### config.mk
export PLATFORM = sky130hd
export DESIGN_NAME = mcr_loopback
export DESIGN_NICKNAME = d
export VERILOG_FILES = /design/src/rtl/mcr_pkg.sv /design/src/rtl/mcr_ctrl_reg.sv /design/src/rtl/mcr_pin_drv.sv /design/src/rtl/mcr_loop_route.sv /design/src/rtl/mcr_loopback.sv
export SDC_FILE = /design/constraint.sdc
export NUM_CORES = 1
export LEC_CHECK = 0
export CAP_MARGIN = 20
export CORE_AREA = 2 2 39 41
export DETAILED_ROUTE_END_ITERATION = 8
export DIE_AREA = 0 0 41 43
export GPL_ROUTABILITY_DRIVEN = 0
export MAX_ROUTING_LAYER = met4
export PLACE_DENSITY = 0.74
export SKIP_LAST_GASP = 1
export SLEW_MARGIN = 20
export SYNTH_ARGS = -nofsm -noshare
export SYNTH_HDL_FRONTEND = slang
export SYNTH_SLANG_ARGS = --single-unit
### constraint.sdc
create_clock -name clk_i -period 1.2 [get_ports clk_i]
set_input_delay 0.18 -clock clk_i [delete_from_list [all_inputs] [get_ports clk_i]]
set_output_delay 0.18 -clock clk_i [all_outputs]
set_load 0.1 [all_outputs]
### src/rtl/mcr_pkg.sv
package mcr_pkg;
  localparam int unsigned BIT_DTR  = 0;
  localparam int unsigned BIT_RTS  = 1;
  localparam int unsigned BIT_OUT1 = 2;
  localparam int unsigned BIT_OUT2 = 3;
  localparam int unsigned BIT_LOOP = 4;
  localparam int unsigned USED_W   = 5;
  localparam int unsigned N_CTL    = 4;

  typedef struct packed {
    logic loop;
    logic out2;
    logic out1;
    logic rts;
    logic dtr;
  } ctrl_t;
endpackage

### src/rtl/mcr_ctrl_reg.sv
module mcr_ctrl_reg
  import mcr_pkg::*;
#(
  parameter int unsigned REG_W = 8
) (
  input  logic             clk_i,
  input  logic             rst_ni,
  input  logic             wr_en_i,
  input  logic [REG_W-1:0] wr_data_i,
  output ctrl_t            ctrl_o,
  output logic [REG_W-1:0] rd_data_o
);
  localparam int unsigned RSV_W = REG_W - USED_W;

  ctrl_t ctrl_q;

  always_ff @(posedge clk_i or negedge rst_ni) begin
    if (!rst_ni)      ctrl_q <= '0;
    else if (wr_en_i) ctrl_q <= ctrl_t'(wr_data_i[USED_W-1:0]);
  end

  assign ctrl_o    = ctrl_q;
  assign rd_data_o = {{RSV_W{1'b0}}, ctrl_q};
endmodule

### src/rtl/mcr_pin_drv.sv
module mcr_pin_drv #(
  parameter int unsigned N_OUT = 4
) (
  input  logic [N_OUT-1:0] act_i,
  input  logic             park_i,
  output logic [N_OUT-1:0] pin_no
);
  for (genvar i = 0; i < N_OUT; i++) begin : g_pin
    // parked pins sit at their inactive (high) level
    assign pin_no[i] = ~(act_i[i] & ~park_i);
  end
endmodule

### src/rtl/mcr_loop_route.sv
module mcr_loop_route
  import mcr_pkg::*;
(
  input  logic             loop_i,
  input  ctrl_t            ctrl_i,
  input  logic [N_CTL-1:0] ext_stat_ni,  // {dcd, ri, dsr, cts}, active low
  input  logic             tx_bit_i,
  input  logic             sin_i,
  output logic [N_CTL-1:0] stat_o,       // {dcd, ri, dsr, cts}, active high
  output logic             sout_o,
  output logic             rx_bit_o
);
  logic [N_CTL-1:0] loop_stat;

  assign loop_stat = {ctrl_i.out2, ctrl_i.out1, ctrl_i.dtr, ctrl_i.rts};

  always_comb begin
    if (loop_i) begin
      stat_o   = loop_stat;
      sout_o   = 1'b1;
      rx_bit_o = tx_bit_i;
    end else begin
      stat_o   = ~ext_stat_ni;
      sout_o   = tx_bit_i;
      rx_bit_o = sin_i;
    end
  end
endmodule

### src/rtl/mcr_loopback.sv
module mcr_loopback
  import mcr_pkg::*;
#(
  parameter int unsigned REG_W = 8
) (
  input  logic             clk_i,
  input  logic             rst_ni,
  input  logic             wr_en_i,
  input  logic [REG_W-1:0] wr_data_i,
  output logic [REG_W-1:0] rd_data_o,
  input  logic             cts_ni,
  input  logic             dsr_ni,
  input  logic             ri_ni,
  input  logic             dcd_ni,
  output logic [N_CTL-1:0] msr_stat_o,
  output logic             rts_no,
  output logic             dtr_no,
  output logic             out1_no,
  output logic             out2_no,
  input  logic             tx_bit_i,
  output logic             sout_o,
  input  logic             sin_i,
  output logic             rx_bit_o,
  input  logic             irq_raw_i,
  output logic             irq_o
);
  ctrl_t            ctrl;
  logic [N_CTL-1:0] pins_n;

  mcr_ctrl_reg #(.REG_W(REG_W)) u_reg (
    .clk_i     (clk_i),
    .rst_ni    (rst_ni),
    .wr_en_i   (wr_en_i),
    .wr_data_i (wr_data_i),
    .ctrl_o    (ctrl),
    .rd_data_o (rd_data_o)
  );

  mcr_pin_drv #(.N_OUT(N_CTL)) u_pins (
    .act_i  ({ctrl.out2, ctrl.out1, ctrl.rts, ctrl.dtr}),
    .park_i (ctrl.loop),
    .pin_no (pins_n)
  );

  assign {out2_no, out1_no, rts_no, dtr_no} = pins_n;

  mcr_loop_route u_route (
    .loop_i      (ctrl.loop),
    .ctrl_i      (ctrl),
    .ext_stat_ni ({dcd_ni, ri_ni, dsr_ni, cts_ni}),
    .tx_bit_i    (tx_bit_i),
    .sin_i       (sin_i),
    .stat_o      (msr_stat_o),
    .sout_o      (sout_o),
    .rx_bit_o    (rx_bit_o)
  );

  // OUT2 is the master interrupt enable in every mode
  assign irq_o = irq_raw_i & ctrl.out2;
endmodule

==> results.toml <==
[status]
status = "finished with violations"
violations = "negative setup slack"

[global_route]
grt_max_degree = 6
overflow = 0
grt_pass1_vias = 345
grt_antenna_before_repair = 0
grt_usage_pct = 12.4
grt_pass1_wl_um = 1400

[cts]
tritoncts = "yes"
cts_buffers = 3
clk-insertion-delay-late_ns = 0.24
hold_buffers = 0
htreeDepth = 1
clock-sinks = 5
clk_pin_slew_worst_paths_ns = 0.05
cts_root_buf = "clkbuf_4"
clockBufferDepth = 2

[layout]
nFillCells = 104
n_antenna_cell = 0
largest_reg_flops = 5
drive_above_1_share_pct = 67.1
mostFrequentLayoutCells = "16 x buf_12, 14 x clkdlybuf4s50_1, 5 x buf_6"
multi_input_area_um2 = 240
area_growth_pct = 190
seqCellArea_um2 = 139
nNetsFinal = 92
final_common_cell = "buf_12"
layout.cells.non_filler = 89
stdcell_area_um2 = 976

[yosys]
syn_inst = 35
yosys_warnings = 0
synth_area_leaders = "dfrtp_1 37%, mux2i_1 8.9%, buf_4 8.9%, mux2_4 8.9%, nand2b_1 7.4%"
synth_top_area_cell = "dfrtp_1"
syn-cell-area_um2 = 337
synth_cell_types = 13
synth-seq-cells = 5
synth-seq-area-share_pct = 37.2
synth_top_area_share_pct = 37.2
avgSynthCellArea_um2 = 9.62

[route]
first_iter_violations = 3
met1Wirelength_um = 307
top_layer = "met3"
wl_met3_um = 68
wl_met2_um = 496
drt-wirelength-per-cell_um = 9.80
routed_wl_um = 872
drc = 0
firstDrtPassIters = 2
vias_per_cell = 4.11
vias = 366
ant_nets = 0

[power]
switching_share_pct = 49.1
p_leak_nw = 0.432
peakVddDrop_mv = 0.766
p_comb_share_pct = 68.2
power_mw = 1.33
p_seq_share_pct = 16.8
p_per_area_mw_per_mm2 = 1360
p_switching_mw = 0.652
intPower_mw = 0.676
p_clk_share_pct = 15.1

[sta]
fin_skew_ns = 0
period_share_pct = 121
finalSetupTns_ns = -1.80
report.final.hold_viol_count = 0
rsz0062_at_grt = "true"
hold_ws_ns = 0.158
setup_violations = 13
worst_slack_ns = -0.248
min_period_ns = 1.45
maxSlewViolCount = 0
max_freq_mhz = 690

[floorplan]
ioPinCount = 37
dieHeight_um = 43
rows = 14
core_region_area_mm2 = 0.00138
dieArea_mm2 = 0.00176
initial_utilization_pct = 24.3
dieWidth_um = 41

[setup_path]
crit_path_end_kind = "output port"
crit_chain = "buf_6 > mux2_4 > buf_12"
cp_slowest_stage_delay_ns = 0.43
crit_path_start_kind = "register"
path_class = "reg2out"
crit_arrival_ns = 1.27
critPathMaxFanout = 4
cp_slowest_cell = "dfrtp_2"
cp.required_ns = 1.02

[placed_design]
dp.cells = 83
dp_hpwl_um = 735
portBuffers = 30
placed_cell_area_um2 = 897

[min_path]
hp-class = "in2async"

[job]
maxCapViolCount = 0
-- synth_stat cells, drive strengths merged --
master	number
or2	1
mux2i	3
and2	1
o21ai	4
inv	3
mux2	3
conb	1
dfrtp	5
nand2b	4
buf	6
nand2	4
-- critical path: cells and delay by family (launching register included) --
family | cells | cell delay, ns
buffers and inverters | 2 | 0.29
muxes | 1 | 0.30
DFF | 1 | 0.43
-- path summary, 6_finish.rpt --
check | slack [ns] | start | end | depth (start not counted)
worst max-delay path | -0.25 | u_reg.ctrl_o[4] | rx_bit_o | 3
worst min-delay path | 0.16 | rst_ni | u_reg.ctrl_o[3] | 1
worst max register to register | 0.23 | u_reg.ctrl_o[4] | u_reg.ctrl_o[4] | 2
worst min register to register | 0.63 | u_reg.ctrl_o[1] | u_reg.ctrl_o[1] | 1
max in group asynchronous | 0.83 | rst_ni | u_reg.ctrl_o[0] | 1
min in group clk_i | 0.49 | wr_data_i[2] | u_reg.ctrl_o[2] | 3
-- layout make-up --
class                           instances  share of cell area [%]
Inverter                                3                    1.15
Tap cell                               16                    2.05
Timing Repair Buffer                   38                    55.3
Sequential cell                         5                    14.2
Multi-Input combinational cell         23                    24.6
Clock buffer                            4                    2.69
-- routing by layer --
layer / track usage (%) / vias to the layer above
li1: - / 179
met1: 13.8 / 170
met2: 17.5 / 17
met3: 5.24 / 0
met4: 8.00 / 0
met5: - / -
-- through the flow --
stage	utilization, %	setup slack, ns
3_5_place_dp	64.8	-0.0396
4_1_cts	67.6	-0.253
6_report	70.5	-0.248
5_1_grt	70.5	-0.290
2_1_floorplan	-	-0.284
3_3_place_gp	64.8	-0.0410
-- cell families (layout without fill, tap and decap cells) --
group,count (synthesis),count (layout),synth area share (%)
DFF,5,5,37.2
other,1,3,1.11
buffers and inverters,9,45,19.0
and+or+nand+nor,10,10,15.6
AOI/OAI and AO/OA,4,4,5.95
muxes,6,6,21.2
-- power by group through the flow --
stage	Combinational, mW	Sequential, mW	Clock [mW]
2_1_floorplan	0.478	0.306	0
5_1_grt	0.931	0.225	0.229
3_5_place_dp	0.877	0.221	0
3_3_place_gp	0.871	0.221	0
6_report	0.905	0.223	0.200
4_1_cts	0.888	0.217	0.209
-- what timing repair did --
item,in CTS,in global routing
setup endpoints to repair,11,13
pin swaps,0,1
gates resized for setup,2,9
endpoints found under the hold margin,0,0
buffers inserted,1,1
Note: power is estimated with default switching activity, not from simulation.
